File: config.mk
export PLATFORM = sky130hd
export DESIGN_NAME = pp_pwm_ctrl
export DESIGN_NICKNAME = d
export VERILOG_FILES = /design/src/rtl/pp_pwm_pkg.sv /design/src/rtl/pwm_timebase.sv /design/src/rtl/pwm_cmd_latch.sv /design/src/rtl/pwm_steer_gate.sv /design/src/rtl/pp_pwm_ctrl.sv
export SDC_FILE = /design/constraint.sdc
export NUM_CORES = 1
export LEC_CHECK = 0
export BUFFER_PORTS_ARGS = -buffer_cell sky130_fd_sc_hd__buf_4
export CELL_PAD_IN_SITES_DETAIL_PLACEMENT = 2
export CELL_PAD_IN_SITES_GLOBAL_PLACEMENT = 2
export CORE_UTILIZATION = 31
export CTS_CLUSTER_DIAMETER = 100
export CTS_CLUSTER_SIZE = 24
export DETAILED_ROUTE_END_ITERATION = 16
export PLACE_DENSITY_LB_ADDON = 0.12
export SLEW_MARGIN = 20
export SYNTH_ARGS = -nofsm -noshare
export SYNTH_HDL_FRONTEND = slang
export SYNTH_SLANG_ARGS = --single-unit
export TNS_END_PERCENT = 30
File: constraint.sdc
create_clock -name clk -period 1.75 [get_ports clk]
set_input_delay 0.35 -clock clk [delete_from_list [all_inputs] [get_ports clk]]
set_output_delay 0.35 -clock clk [all_outputs]
set_load 0.005 [all_outputs]
File: src/rtl/pp_pwm_pkg.sv
package pp_pwm_pkg;
  // Which drive the phase flip-flop currently selects
  typedef enum logic {
    SIDE_A = 1'b0,
    SIDE_B = 1'b1
  } side_e;
endpackage

File: src/rtl/pwm_timebase.sv
module pwm_timebase #(
  parameter int PERIOD = 64,
  parameter int CNT_W  = $clog2(PERIOD + 1)
) (
  input  logic             clk,
  input  logic             rst_n,
  input  logic             sync_i,
  output logic [CNT_W-1:0] cnt_o,
  output logic             start_o
);
  localparam logic [CNT_W-1:0] LAST = CNT_W'(PERIOD - 1);

  logic [CNT_W-1:0] cnt_q, cnt_d;
  logic             sync_q, sync_rise;

  assign sync_rise = sync_i & ~sync_q;
  assign start_o   = (cnt_q == LAST) | sync_rise;

  always_comb begin
    if (start_o) cnt_d = '0;
    else         cnt_d = cnt_q + CNT_W'(1);
  end

  // Reset parks the count on its last value so the first edge opens a period
  always_ff @(posedge clk or negedge rst_n) begin
    if (!rst_n) begin
      cnt_q  <= LAST;
      sync_q <= 1'b0;
    end else begin
      cnt_q  <= cnt_d;
      sync_q <= sync_i;
    end
  end

  assign cnt_o = cnt_q;

  assert_cnt_range_R2: assert property (@(posedge clk) disable iff (!rst_n)
    cnt_q <= LAST);
  assert_wrap_R2: assert property (@(posedge clk) disable iff (!rst_n)
    (cnt_q == LAST) |=> (cnt_q == '0));
  assert_sync_restart_R10: assert property (@(posedge clk) disable iff (!rst_n)
    (sync_i && !sync_q) |=> (cnt_q == '0));
endmodule

File: src/rtl/pwm_cmd_latch.sv
module pwm_cmd_latch #(
  parameter int CNT_W     = 7,
  parameter int BLK_W     = 5,
  parameter int BLANK_MIN = 2,
  parameter int BLANK_MAX = 20
) (
  input  logic             clk,
  input  logic             rst_n,
  input  logic             start_i,
  input  logic [CNT_W-1:0] duty_i,
  input  logic [BLK_W-1:0] blank_i,
  output logic [CNT_W-1:0] duty_o,
  output logic [BLK_W-1:0] blank_o
);
  localparam logic [BLK_W-1:0] BMIN = BLK_W'(BLANK_MIN);
  localparam logic [BLK_W-1:0] BMAX = BLK_W'(BLANK_MAX);

  logic [CNT_W-1:0] duty_q, duty_d;
  logic [BLK_W-1:0] blank_q, blank_d;
  logic             blank_ok;

  assign blank_ok = (blank_i >= BMIN) && (blank_i <= BMAX);

  always_comb begin
    duty_d  = duty_q;
    blank_d = blank_q;
    if (start_i) begin
      duty_d = duty_i;
      if (blank_ok) blank_d = blank_i;
    end
  end

  always_ff @(posedge clk or negedge rst_n) begin
    if (!rst_n) begin
      duty_q  <= '0;
      blank_q <= BMIN;
    end else begin
      duty_q  <= duty_d;
      blank_q <= blank_d;
    end
  end

  assign duty_o  = duty_q;
  assign blank_o = blank_q;

  assert_blank_legal_R11: assert property (@(posedge clk) disable iff (!rst_n)
    (blank_q >= BMIN) && (blank_q <= BMAX));
  assert_hold_mid_period_R12: assert property (@(posedge clk) disable iff (!rst_n)
    !start_i |=> ($stable(duty_q) && $stable(blank_q)));
endmodule

File: src/rtl/pwm_steer_gate.sv
module pwm_steer_gate
  import pp_pwm_pkg::*;
#(
  parameter int CNT_W = 7,
  parameter int BLK_W = 5
) (
  input  logic             clk,
  input  logic             rst_n,
  input  logic             start_i,
  input  logic [CNT_W-1:0] cnt_i,
  input  logic [CNT_W-1:0] duty_i,
  input  logic [BLK_W-1:0] blank_i,
  input  logic             shdn_i,
  input  logic             ilim_i,
  input  logic             gang_i,
  output logic             drv_a_o,
  output logic             drv_b_o,
  output logic             per_o
);
  localparam int CMP_W = (CNT_W > BLK_W) ? CNT_W : BLK_W;

  side_e steer_q, steer_d;
  logic  lim_q, lim_d;
  logic  window, kill, drive;

  // Phase flips at each period start; reset value makes the first period side A
  always_comb begin
    steer_d = steer_q;
    if (start_i) steer_d = (steer_q == SIDE_A) ? SIDE_B : SIDE_A;
  end

  // Current-limit latch lives for the rest of the period
  always_comb begin
    if (start_i) lim_d = 1'b0;
    else         lim_d = lim_q | ilim_i;
  end

  always_ff @(posedge clk or negedge rst_n) begin
    if (!rst_n) begin
      steer_q <= SIDE_B;
      lim_q   <= 1'b0;
    end else begin
      steer_q <= steer_d;
      lim_q   <= lim_d;
    end
  end

  assign per_o   = CMP_W'(cnt_i) < CMP_W'(blank_i);
  assign window  = ~per_o & (cnt_i < duty_i);
  assign kill    = shdn_i | ilim_i | lim_q;
  assign drive   = window & ~kill;
  assign drv_a_o = drive & (gang_i | (steer_q == SIDE_A));
  assign drv_b_o = drive & (gang_i | (steer_q == SIDE_B));

  assert_blank_gate_R3: assert property (@(posedge clk) disable iff (!rst_n)
    per_o |-> (!drv_a_o && !drv_b_o));
  assert_no_overlap_R4: assert property (@(posedge clk) disable iff (!rst_n)
    !gang_i |-> !(drv_a_o && drv_b_o));
  assert_phase_flip_R4: assert property (@(posedge clk) disable iff (!rst_n)
    start_i |=> (steer_q != $past(steer_q)));
  assert_shutdown_R8: assert property (@(posedge clk) disable iff (!rst_n)
    shdn_i |-> (!drv_a_o && !drv_b_o));
  assert_limit_hold_R9: assert property (@(posedge clk) disable iff (!rst_n)
    (ilim_i && !start_i) |=> (!drv_a_o && !drv_b_o));
  assert_gang_same_R7: assert property (@(posedge clk) disable iff (!rst_n)
    gang_i |-> (drv_a_o == drv_b_o));
endmodule

File: src/rtl/pp_pwm_ctrl.sv
module pp_pwm_ctrl #(
  parameter int PERIOD    = 64,
  parameter int BLANK_MIN = 2,
  parameter int BLANK_MAX = 20,
  parameter int CNT_W     = $clog2(PERIOD + 1),
  parameter int BLK_W     = $clog2(BLANK_MAX + 1)
) (
  input  logic             clk,
  input  logic             rst_n,
  input  logic [CNT_W-1:0] duty_i,
  input  logic [BLK_W-1:0] blank_i,
  input  logic             shdn_i,
  input  logic             ilim_i,
  input  logic             sync_i,
  input  logic             gang_i,
  output logic             drv_a_o,
  output logic             drv_b_o,
  output logic             per_o
);
  logic [CNT_W-1:0] cnt;
  logic             start;
  logic [CNT_W-1:0] duty_l;
  logic [BLK_W-1:0] blank_l;

  pwm_timebase #(.PERIOD(PERIOD), .CNT_W(CNT_W)) u_tb (
    .clk(clk), .rst_n(rst_n), .sync_i(sync_i), .cnt_o(cnt), .start_o(start)
  );

  pwm_cmd_latch #(.CNT_W(CNT_W), .BLK_W(BLK_W), .BLANK_MIN(BLANK_MIN),
                  .BLANK_MAX(BLANK_MAX)) u_cmd (
    .clk(clk), .rst_n(rst_n), .start_i(start), .duty_i(duty_i),
    .blank_i(blank_i), .duty_o(duty_l), .blank_o(blank_l)
  );

  pwm_steer_gate #(.CNT_W(CNT_W), .BLK_W(BLK_W)) u_gate (
    .clk(clk), .rst_n(rst_n), .start_i(start), .cnt_i(cnt), .duty_i(duty_l),
    .blank_i(blank_l), .shdn_i(shdn_i), .ilim_i(ilim_i), .gang_i(gang_i),
    .drv_a_o(drv_a_o), .drv_b_o(drv_b_o), .per_o(per_o)
  );

  assert_reset_quiet_R1: assert property (@(posedge clk) disable iff (!rst_n)
    $rose(rst_n) |-> (!drv_a_o && !drv_b_o));
endmodule

== Word-level counts from Yosys, hierarchy flattened ==
Index checks and enable logic that the tools add are counted.
Storage, ports and cells
  register bits: 22
  bits of input ports: 18
Operators by class
  add/sub/neg operators: 1
  magnitude comparators: 4
  equal/unequal tests: 1
  muxes and demuxes: 3
  bitwise operators: 15
  reductions and logical operators: 2
Operators with widths (count)
  $add A7 B1 Y7 const B: 1
  $eq A7 B6 Y1 const B: 1
  $lt A7 B5 Y1: 1
  $lt A7 B7 Y1: 1
  $mux W7: 1
  $or A1 B1 Y1: 6
  $and A1 B1 Y1: 5
  $ge A5 B2 Y1 const B: 1
  $le A5 B5 Y1 const B: 1
  $not A1 Y1: 4
  $mux W1: 2
  $reduce_and A2 Y1: 1
  $logic_and A1 B1 Y1: 1

== Longest topological paths before layout ==
Gate-level depths: netlist of the first run.
  word-level depth: 5
  mapped depth: 6

== Hierarchy ==
Synthesis of the first run repeated with hierarchy kept, for this count alone.
Unflattened totals
  cells, all modules: 105
  area total of the unflattened synthesis: 1209.9 um^2
Modules (own cells, without submodules)
  pwm_cmd_latch: times used 1, cells each 30, area each 493.0 um^2
  pwm_timebase: times used 1, cells each 30, area each 360.3 um^2
  pwm_steer_gate: times used 1, cells each 45, area each 356.6 um^2

== Least setup slack after synthesis of the first run ==
Ideal clock, no wire load.
  kind: reg2out
  start point: register u_tb.cnt_q[2] (netlist: u_tb.cnt_o[2])
  end point: output port drv_b_o
  arrival time: 1.585 ns
  data required time: 1.400 ns
  setup slack: -0.185 ns
  cell stages (with the launch flop): 6
  buffers on the path: 0
  cells stage by stage: dfstp_2 ha_1 a211o_1 a31oi_1 o221ai_1 nor3_1
On the way
  cells in the longest elaborated chain, start to end: 5
RTL lines
  from (decl): line pwm_timebase.sv:13  | logic [CNT_W-1:0] cnt_q, cnt_d;
  from (signal assigned): line pwm_timebase.sv:30  | cnt_q <= cnt_d;
  $lt A7 B5 Y1: line pwm_steer_gate.sv:48  | assign per_o = CMP_W'(cnt_i) < CMP_W'(blank_i);
  $not A1 Y1: line pwm_steer_gate.sv:49  | assign window = ~per_o & (cnt_i < duty_i);
  $and A1 B1 Y1 (*): line pwm_steer_gate.sv:49
  $and A1 B1 Y1 (*): line pwm_steer_gate.sv:51  | assign drive = window & ~kill;
  $and A1 B1 Y1 (*): line pwm_steer_gate.sv:53  | assign drv_b_o = drive & (gang_i | (steer_q == SIDE_B));
  to (decl): line pp_pwm_ctrl.sv:17  | output logic drv_b_o,
Every way passes the cells marked *; elsewhere a longest branch is shown, timed or not.

== Worst setup path in the final report of the first run ==
Same ends and word-level chain as after synthesis.

==> metrics.cfg, run 1 <==
[run_status]
status=finished with violations
violations=negative setup slack

[synth]
ys.flop_type=dfrtp_1
synth_top_area_share_pct=30.17
synth-xor-area-share_pct=3.017
synthAdderAreaFrac_pct=11.85
yosys_warnings=0
yosys.area.top_type=dfrtp_1
ys_seq_elements=22
avgSynthCellArea_um2=10.65
ys_types=29
syn-instance-count=109
muxShareOfSynthArea_pct=6.142
synth_top_family_by_area=compound AO/OA/AOI/OAI gates
synth_edf_count=0
ys_seq_area_share_pct=48.28
synthTopCellsByArea=dfrtp_1, dfstp_2, ha_1, mux2_4, o21ai_0
synth_common_cells=dfrtp_1, inv_1, ha_1
synth-simple-area-share_pct=12.39
synth_fp_nets=138
synth.most_common_cell=dfrtp_1
netlist_area_um2=1161
synth_compound_area_share_pct=13.58
synth-async-reset-ratio_pct=100.0

[placement]
pre_cts_ws_ns=-0.3172
port_buffers=20
gp_congestion=0.7811
dpl.hpwl_mm=2.455
dp_cells=187

[die]
floorplan.initialDensity_pct=33.48
fp.dieW_um=63.20
ios=21
coreArea_um2=3468
die_y_um=63.20
dieArea_um2=3994
rows=21

[power_and_ir_drop]
p_leak_nw=0.7783
powerDensity_nw_per_um2=1152
peakVddDrop_mv=0.4759
power_mw=1.872

[critical_path]
required_ns=1.40
r2r_start=u_tb.cnt_o[0]$_DFF_PN1_
worstPathMaxFanout=3
cpMaxStageDelayCell=dfstp_2
r2r_cells=5
timing.reg2reg.setup_slack_ns=0.01
worstSetupStartpointType=flop
critical_path_class=reg -> out
r2r-end=u_cmd.blank_o[2]$_DFFE_PN0P_
critPathCaptureType=output port
arrival_ns=1.91
crit_path_cell_trace=ha_4, a211o_1, a31oi_1, o221ai_1, nor3_1, buf_4
max_stage_delay_ns=0.58

[timing]
fin_ws_ns=-0.5072
grt_setup_unrepaired=true
relSlewSlack_pct=76.72
slew_violations=0
hold_viol_final=0
finClkSkew_ns=0.003627
worst_pin_slew_ns=0.3492
setup_violations=3
min_period_ns=2.257
fmax_mhz=443.0
finalCritPeriodShare_pct=129.0

[layout]
final_net_count=177
synthToLayoutAreaGrowth_pct=39.98
ff_latch_area_um2=560.5
layoutNonFillerInstCount=193
diodes=0
drive_gt1_share_pct=42.18
fillers=369
multi_input_area_um2=610.6

[grt]
antenna_found_initial=0
grt_pass1_wl_mm=5.313
track_usage_pct=17.87
grt_pass1_vias=1088
grt_overflow=0
grt_max_degree=23

[clocking]
htree_levels=1
cts_made_buffers=3
cts_tree=yes
cts_root_buffer=clkbuf_8
cts_sinks=22
clkLatencyLatePin_ns=0.27
cts_buffer_depth=2
clk_pin_slew_ns=0.08

[routing]
met2_length_mm=1.712
antenna_left=0
routed_wl_mm=3.133
wl_met3_um=99
vias_per_cell=4.870
highest_layer=met4
wire_per_inst_um=16.23
drtIter0Drc=11
drc=0
vias=940
wl_met1_mm=1.275
first_pass_iters=2

[hold_path]
hp-start=sync_i
hold_path.class=in -> reg
worstHoldPathCells=1
whs_endpoint=u_tb.sync_q$_DFF_PN0_

[job]
drv_cap=0

==> worst max-delay path by stage <==
stage	endpoint	slack, ns	start
finish	drv_b_o	-0.51	u_tb.cnt_o[2]$_DFF_PN1_
global route	drv_b_o	-0.62	u_tb.cnt_o[2]$_DFF_PN1_
CTS	drv_b_o	-0.54	u_tb.cnt_o[2]$_DFF_PN1_
detailed placement	drv_b_o	-0.32	u_tb.cnt_o[4]$_DFF_PN1_
global placement	drv_a_o	-0.22	u_tb.cnt_o[2]$_DFF_PN1_
floorplan	drv_a_o	-0.11	u_tb.cnt_o[2]$_DFF_PN1_
==> worst max-delay path, delay by kind of cell, from the launching register on <==
| kind | cells | cell delay [ns] |
|---|---|---|
| fa+ha+maj | 1 | 0.21 |
| flops | 1 | 0.58 |
| simple gates | 1 | 0.17 |
| buf+inv | 1 | 0.14 |
| compound gates | 3 | 0.54 |
==> cells by family (layout without fill, tap and decap cells) <==
family,Yosys count,in the layout
simple gates,31,31
compound gates,22,22
flops,22,22
buf+inv,14,52
fa+ha+maj,11,11
mux,5,5
xor+xnor,4,4
==> routing by layer <==
layer	track usage, %	vias to the layer above
li1	-	454
met1	19.27	466
met2	33.47	14
met3	3.442	6
met4	7.670	0
met5	0	-
==> flip-flops by register name (all words and copies together) (netlist names) <==
| register | flops |
|---|---|
| u_gate.lim_q | 1 |
| u_cmd.duty_o | 7 |
| u_cmd.blank_o | 5 |
| u_tb.sync_q | 1 |
| u_tb.cnt_o | 7 |
| u_gate.steer_q | 1 |
==> metrics by stage <==
step | TNS, ns | instance area (um2) | hold WS [ns] | utilization (%)
3_3_place_gp | -0.7372 | 1476 | 0.2562 | 42.57
2_1_floorplan | -0.2053 | 1174 | 0.05441 | -
6_report | -1.395 | 1625 | 0.1931 | 46.86
5_1_grt | -1.945 | 1625 | 0.1795 | 46.86
3_5_place_dp | -1.310 | 1476 | 0.2594 | 42.57
4_1_cts | -1.550 | 1607 | 0.1854 | 46.32
==> power by group <==
part / total [mW] / internal (mW) / leakage, nW / switching, mW
clock: 0.486 / 0.306 / 0.0357 / 0.180
combinational: 0.648 / 0.345 / 0.490 / 0.303
sequential: 0.738 / 0.642 / 0.253 / 0.0959
total: 1.87 / 1.29 / 0.778 / 0.579
==> cell usage in the layout, fill, tap and decap left out <==
master / n
buf_4: 33
dfrtp_1: 14
inv_1: 11
nand2_1: 9
nor2_1: 9
o21ai_0: 8
ha_1: 8
dfstp_2: 8
mux2_4: 4
xor2_1: 3
nor3_1: 3
ha_4: 3
clkbuf_8: 3
nand3_1: 2
nand2b_1: 2
a21oi_1: 2
nor2b_1: 2
o21ai_2: 2
buf_6: 2
inv_2: 1
or3_1: 1
nand3_2: 1
o31ai_4: 1
xnor2_1: 1
a21oi_2: 1
a2111o_1: 1
a31oi_4: 1
a211o_1: 1
a31oi_1: 1
o2111ai_1: 1
nor4_1: 1
o221ai_1: 1
o211a_1: 1
and3b_1: 1
mux2_2: 1
a22oi_1: 1
bufinv_16: 1
dlygate4sd3_1: 1
==> final cells by class <==
type	count	share of cell area, %
Inverter	12	2.771
Timing Repair Buffer	36	17.24
Tap cell	46	3.541
Multi-Input combinational cell	73	37.57
Sequential cell	22	34.49
Clock buffer	3	2.540
Clock inverter	1	1.848
==> timing repair <==
action / in CTS / in global routing
gates resized for setup: 8 / 4
endpoints found under the setup margin: 11 / 11
pin swaps: 3 / 3
hold buffers: 1 / 0
endpoints found under the hold margin: 14 / 0
setup buffers: 0 / 1
Note: power is estimated with default switching activity, not from simulation.
==> inputs of run 2 (changes only) <==
--- a/config.mk
+++ b/config.mk
@@ -5,10 +5,11 @@
 export SDC_FILE = /design/constraint.sdc
 export NUM_CORES = 1
 export LEC_CHECK = 0
+export ABC_AREA = 1
 export BUFFER_PORTS_ARGS = -buffer_cell sky130_fd_sc_hd__buf_4
 export CELL_PAD_IN_SITES_DETAIL_PLACEMENT = 2
 export CELL_PAD_IN_SITES_GLOBAL_PLACEMENT = 2
-export CORE_UTILIZATION = 31
+export CORE_UTILIZATION = 30
 export CTS_CLUSTER_DIAMETER = 100
 export CTS_CLUSTER_SIZE = 24
 export DETAILED_ROUTE_END_ITERATION = 16
==> run 2 against run 1 <==
Effect of this change:
- the run still ends with negative setup slack left
- area after synthesis increased by 13%
- utilization down 5.4 points
- synthesized cell count rose by 37%
- global-route usage fell by 0.41 points
- cell count increased by 21%
- sequential share of layout area fell by 1.4 points
- final area rose by 4.3%
- count of clock-buffer cells in the layout increased by 1
- sequential power is 2% lower
- critical path depth up 1
- worst hold slack got worse by 0.0045 ns
- highest routed layer unchanged
==> metrics.cfg, run 2 <==
[critical_path]
critPathCaptureType=output port
timing.reg2reg.setup_slack_ns=0.07  ; +0.06 ns
required_ns=1.40  ; about the same
r2r-end=u_cmd.blank_o[0]$_DFFE_PN0P_
worstSetupStartpointType=flop
worstPathMaxFanout=3  ; unchanged
arrival_ns=1.70  ; -0.21 ns
r2r_cells=9  ; +4
critical_path_class=reg -> out
worstSetupStartpoint=u_tb.cnt_o[2]$_DFF_PN1_
r2r_start=u_tb.cnt_o[2]$_DFF_PN1_

[layout]
most-common-layout-cells=buf_4, nand2_1, inv_1
final_net_count=213  ; +20%
layoutNonFillerInstCount=233  ; +21%
fillers=466  ; +26%
drive_gt1_share_pct=42.08  ; -0.10 points
diodes=0  ; unchanged
final_core_util_pct=41.49  ; -5.4 points
synthToLayoutAreaGrowth_pct=29.17
final_common_cell=buf_4

[synth]
ys_seq_area_share_pct=42.71  ; -5.6 points
ys.flop_type=dfrtp_1
synth-xor-area-share_pct=2.002  ; -1.0 points
ys_types=24  ; -17%
synthAdderAreaFrac_pct=10.49  ; -1.4 points
avgSynthCellArea_um2=8.809  ; -17%
syn-instance-count=149  ; +37%
synth-async-reset-ratio_pct=100.0  ; unchanged
synth_fp_nets=178  ; +29%
synth_top_area_share_pct=26.69  ; -3.5 points
synth_common_cells=nand2_1, inv_1, nor2_1, dfrtp_1
synthTopCellsByArea=dfrtp_1, dfstp_2, ha_1, nand2_1, inv_1
yosys_warnings=0  ; unchanged
synth_edf_count=0  ; unchanged
muxShareOfSynthArea_pct=0  ; -6.1 points
synth.most_common_cell=nand2_1
synth-simple-area-share_pct=27.26  ; +15 points
ys_seq_elements=22  ; unchanged
yosys.area.top_type=dfrtp_1
netlist_area_um2=1313  ; +13%
synth_compound_area_share_pct=8.294  ; -5.3 points
synth_top_family_by_area=simple AND/OR/NAND/NOR gates

[placement]
gp_congestion=0.7059  ; -9.6%
pre_cts_ws_ns=-0.07653  ; +0.2407 ns
port_buffers=20  ; unchanged
dpl.hpwl_mm=2.607  ; +6.2%
dp_cells=226  ; +21%

[routing]
routed_wl_mm=3.446  ; +10%
wl_met1_mm=1.384  ; +8.5%
vias=1090  ; +16%
met2_length_mm=1.926  ; +13%
first_pass_iters=4  ; +2
vias_per_cell=4.678  ; -3.9%
drtIter0Drc=13  ; +2
wl_met3_um=95  ; -4.0%
antenna_left=0  ; unchanged
highest_layer=met4
drc=0  ; unchanged
wire_per_inst_um=14.79  ; -8.9%

[power_and_ir_drop]
powerDensity_nw_per_um2=1072  ; -6.9%
peakVddDrop_mv=0.4797  ; +0.80%
p_leak_nw=0.8410  ; +8.1%

[grt]
grt_max_degree=23  ; unchanged
grt_pass1_vias=1212  ; +11%
antenna_found_initial=0  ; unchanged
grt_pass1_wl_mm=5.740  ; +8.0%
grt_overflow=0  ; unchanged
track_usage_pct=17.46  ; -0.41 points

[die]
fp.dieW_um=68.15  ; +7.8%
floorplan.initialDensity_pct=32.12  ; -1.4 points
dieArea_um2=4644  ; +16%
rows=23  ; +9.5%
ios=21  ; unchanged
die_y_um=68.15  ; +7.8%
coreArea_um2=4086  ; +18%

[timing]
fin_ws_ns=-0.3017  ; +0.2056 ns
worst_pin_slew_ns=0.2944  ; -0.05483 ns
fmax_mhz=487.4  ; +10%
tns_ns=-0.8852  ; +0.5097 ns
finClkSkew_ns=0.003094  ; -0.0005325 ns
grt_setup_unrepaired=true
setup_violations=3  ; unchanged
min_period_ns=2.052  ; -0.2056 ns
finalCritPeriodShare_pct=117.2  ; -12 points
hold_viol_final=0  ; unchanged
slew_violations=0  ; unchanged
relSlewSlack_pct=80.37  ; +3.7 points

[clocking]
cts_tree=yes
cts_root_buffer=clkbuf_8
clkLatencyLatePin_ns=0.27  ; about the same
cts_made_buffers=3  ; unchanged
htree_levels=1  ; unchanged
cts_buffer_depth=2  ; unchanged
cts_sinks=22  ; unchanged
clk_pin_slew_ns=0.08  ; about the same

[hold_path]
hp-start=sync_i
worstHoldPathCells=1  ; unchanged
hold_path.class=in -> reg
whs_endpoint=u_tb.sync_q$_DFF_PN0_

[run_status]
violations=negative setup slack
status=finished with violations

[job]
drv_cap=0  ; unchanged

## run 2: cell count changes in the layout (fill, tap and decap cells not counted), sizes merged, moves of 2 or more
cell,before,now
a21oi,3,5
nor3b,0,2
nand2,9,40
a31oi,2,0
buf,35,31
inv,12,23
o21ai,10,7
nor2b,2,0
mux2,5,0
nand2b,2,0
nor2,9,16
nand3,3,12
## run 2: routing by layer
layer  vias to the layer above  GRT usage, %
met5                         -             0
met4                         0         4.688
met2                        15         32.97
met1                       535         19.82
met3                         5         3.000
li1                        535             -
## run 2: per-stage QoR
step                hold slack [ns]  power [mW]  cell area, um2
floorplan                   0.05441       1.052            1313
detailed placement           0.2651       1.314            1558
global route                 0.1795       1.982            1695
CTS                          0.1836       1.755            1655
global placement             0.2574       1.261            1558
finish                       0.1886       1.818            1695
## run 2: critical path: stages, from the launching register on
cell     delay (ns)
dfstp_2        0.60
ha_4           0.22
a21oi_2        0.13
nand2_1        0.09
nand2_1        0.09
nand3_2        0.09
nor2_1         0.09
buf_4          0.11
## run 2: final cells by class
cell class / instances / area, um2 / area share (%)
Tap cell: 50 / 62.56 / 3.690
Inverter: 23 / 86.33 / 5.092
Clock buffer: 4 / 45.04 / 2.657
Sequential cell: 22 / 560.5 / 33.06
Timing Repair Buffer: 32 / 242.7 / 14.32
Multi-Input combinational cell: 102 / 698.2 / 41.18
## run 2: how the worst max path moves through the flow
stage / endpoint / slack, ns / cells after the start
floorplan: drv_a_o / 0.15 / 10
global placement: drv_b_o / -0.001 / 11
detailed placement: drv_a_o / -0.08 / 11
CTS: drv_a_o / -0.35 / 11
global route: drv_a_o / -0.41 / 11
finish: drv_b_o / -0.30 / 7
## run 2: timing repair
action | in CTS | in global routing
hold buffers | 1 | 0
setup buffers | 1 | 1
hold endpoints to repair | 14 | 0
setup endpoints to repair | 3 | 10
pin swaps | 3 | 2
resized for setup | 7 | 8
## run 2: kinds of logic after synthesis
group | after synthesis
AND/OR/NAND/NOR | 73
adder cells (fa/ha/maj) | 11
flip-flops | 22
XOR/XNOR | 3
AO/OA/AOI/OAI | 15
buffers and inverters | 25
## run 2: power by group
group,leakage [nW],switching (mW),total (mW),internal (mW)
Clock,0.0228,0.178,0.341,0.163
Combinational,0.562,0.373,0.753,0.379
Sequential,0.256,0.0889,0.724,0.635
Total,0.841,0.640,1.82,1.18
==> inputs of run 3 (changes only) <==
--- a/config.mk
+++ b/config.mk
@@ -13,6 +13,7 @@
 export CTS_CLUSTER_DIAMETER = 100
 export CTS_CLUSTER_SIZE = 24
 export DETAILED_ROUTE_END_ITERATION = 16
+export MAX_ROUTING_LAYER = met4
 export PLACE_DENSITY_LB_ADDON = 0.12
 export SLEW_MARGIN = 20
 export SYNTH_ARGS = -nofsm -noshare
==> run 3 against run 2 <==
Effect of this change:
- the run still ends with negative setup slack left
- non-clock buffer count stayed put
- first-iteration DRC count is 23% lower
- register-to-register slack hardly changed
- clock power is 2% lower
- clock skew hardly changed
- maximum frequency is 0.30% higher
- flip-flop and latch count stayed put
- combinational power hardly changed
- via count is 0.64% lower
- sequential share of layout area stayed put
- final area stayed put
- utilization stayed put
- critical path type unchanged
- largest cell class unchanged
- largest power group unchanged
==> metrics.cfg, run 3 (synthesis results as in run 2) <==
[timing]
fmax_mhz=488.9  ; +0.30%
finalCritPeriodShare_pct=116.9  ; -0.35 points
slew_violations=0  ; unchanged
setup_violations=3  ; unchanged
min_period_ns=2.046  ; -0.006061 ns
grt_setup_unrepaired=true
finClkSkew_ns=0.003355  ; +0.0002605 ns
worst_pin_slew_ns=0.2935  ; -0.0009177 ns
fin_ws_ns=-0.2956  ; +0.006061 ns
relSlewSlack_pct=80.44  ; about the same
tns_ns=-0.8676  ; +0.01762 ns
hold_viol_final=0  ; unchanged

[power_and_ir_drop]
power.switching_uw=634.9  ; -0.86%
intPower_mw=1.177  ; about the same
power_mw=1.812  ; -0.34%
p_leak_nw=0.8410  ; unchanged
pwr-share-seq_pct=40.0  ; +0.2 points
clkPwrFrac_pct=18.5  ; -0.3 points
swShare_pct=35.04  ; -0.18 points
p_comb_share_pct=41.5  ; about the same
powerDensity_nw_per_um2=1069  ; -0.34%
peakVddDrop_mv=0.4763  ; -0.72%

[layout]
drive_gt1_share_pct=42.08  ; unchanged
synthToLayoutAreaGrowth_pct=29.17  ; unchanged
final_net_count=213  ; unchanged
most-common-layout-cells=buf_4, nand2_1, inv_1
final_core_util_pct=41.49  ; unchanged
final_common_cell=buf_4
diodes=0  ; unchanged

[critical_path]
cpMaxStageDelayCell=dfstp_2
crit_buf_inv=1  ; unchanged
critical_path_class=reg -> out
required_ns=1.40  ; about the same
timing.reg2reg.setup_slack_ns=0.07  ; about the same
worstSetupStartpointType=flop
worstPathMaxFanout=3  ; unchanged
critPathCaptureType=output port
r2r-end=u_cmd.blank_o[0]$_DFFE_PN0P_
timing.critical_path.mode_cell=nand2_1
crit_path_cell_trace=ha_4, a21oi_2, nand2_1, nand2_1, nand3_2, nor2_1, buf_4
arrival_ns=1.70  ; about the same
path_delay_family=flip-flops
r2r_start=u_tb.cnt_o[2]$_DFF_PN1_
max_stage_delay_ns=0.60  ; about the same
r2r_cells=9  ; unchanged

[run_status]
status=finished with violations
violations=negative setup slack

[hold_path]
hp-start=sync_i
hold_path.class=in -> reg
whs_endpoint=u_tb.sync_q$_DFF_PN0_
worstHoldPathCells=1  ; unchanged

[die]
ios=21  ; unchanged
coreArea_um2=4086  ; unchanged
die_y_um=68.15  ; unchanged
floorplan.initialDensity_pct=32.12  ; unchanged
fp.dieW_um=68.15  ; unchanged
rows=23  ; unchanged
dieArea_um2=4644  ; unchanged

[grt]
grt_pass1_vias=1212  ; unchanged
grt_overflow=0  ; unchanged
antenna_found_initial=0  ; unchanged
grt_pass1_wl_mm=5.747  ; +0.12%
track_usage_pct=17.96  ; +0.50 points
grt_max_degree=23  ; unchanged

[clocking]
cts_made_buffers=3  ; unchanged
cts_sinks=22  ; unchanged
cts_tree=yes
htree_levels=1  ; unchanged
cts_root_buffer=clkbuf_8
clk_pin_slew_ns=0.08  ; about the same
cts_buffer_depth=2  ; unchanged
clkLatencyLatePin_ns=0.26  ; about the same

[routing]
antenna_left=0  ; unchanged
drtIter0Drc=10  ; -3
wire_per_inst_um=14.77  ; -0.12%
vias=1083  ; -0.64%
routed_wl_mm=3.442  ; -0.12%
vias_per_cell=4.648  ; -0.64%
first_pass_iters=3  ; -1
drc=0  ; unchanged

[placement]
dpl.hpwl_mm=2.607  ; unchanged
port_buffers=20  ; unchanged
gp_congestion=0.7138  ; +1.1%
pre_cts_ws_ns=-0.07653  ; unchanged

[job]
drv_cap=0  ; unchanged

==> run 3: cell counts in the layout (fill, tap and decap cells not counted) <==
No cell type changed its count.
==> run 3: how the worst max path moves through the flow <==
| stage | from | endpoint | cells past startpoint |
|---|---|---|---|
| floorplan | u_cmd.blank_o[1]$_DFFE_PN1P_ | drv_a_o | 10 |
| global placement | u_cmd.blank_o[1]$_DFFE_PN1P_ | drv_b_o | 11 |
| detailed placement | u_cmd.blank_o[1]$_DFFE_PN1P_ | drv_a_o | 11 |
| CTS | u_cmd.blank_o[1]$_DFFE_PN1P_ | drv_a_o | 11 |
| global route | u_cmd.blank_o[1]$_DFFE_PN1P_ | drv_a_o | 11 |
| finish | u_tb.cnt_o[2]$_DFF_PN1_ | drv_b_o | 7 |
==> run 3: worst reg2reg max path, cell delays in order, from the launching register on <==
cell and delay (ns):
dfstp_2 0.60, buf_4 0.14, buf_4 0.11, nand3_2 0.11
nor2_4 0.13, nand2_4 0.08, nand2_8 0.14, nand2_2 0.12
nand2_1 0.09, nand2_1 0.05
==> run 3: layer usage <==
metal / wire, um / track usage [%]
met5: 0 / -
met4: 14 / 4.688
met2: 1937 / 32.97
met1: 1408 / 19.82
met3: 81 / 3.000
==> run 3: area by class of cell <==
class                      count  area, um2
fill                         466       2391
multi-input combinational    102      698.2
tap                           50      62.56
inverter                      23      86.33
sequential                    22      560.5
clock buffer                   4      45.04
timing repair buffer          32      242.7
==> run 3: stage by stage <==
step | instances | hold slack (ns) | cell area (um2)
4_1_cts | 232 | 0.1836 | 1655
2_1_floorplan | 149 | 0.05441 | 1313
3_3_place_gp | 226 | 0.2574 | 1558
3_5_place_dp | 226 | 0.2651 | 1558
6_report | 233 | 0.1943 | 1695
5_1_grt | 233 | 0.1795 | 1695
==> run 3: power groups by stage <==
stage | sequential, mW | combinational, mW | clock [mW]
global placement | 0.714 | 0.547 | 0
floorplan | 0.701 | 0.351 | 0
CTS | 0.721 | 0.681 | 0.353
global route | 0.739 | 0.860 | 0.383
detailed placement | 0.723 | 0.591 | 0
finish | 0.724 | 0.752 | 0.335
==> run 3: timing repair <==
item	CTS	global route
buffers inserted	1	1
endpoints found under the setup margin	3	10
pin swaps	3	2
gates cloned	0	0
endpoints found under the hold margin	14	0
gates resized for setup	7	8
hold buffers	1	0
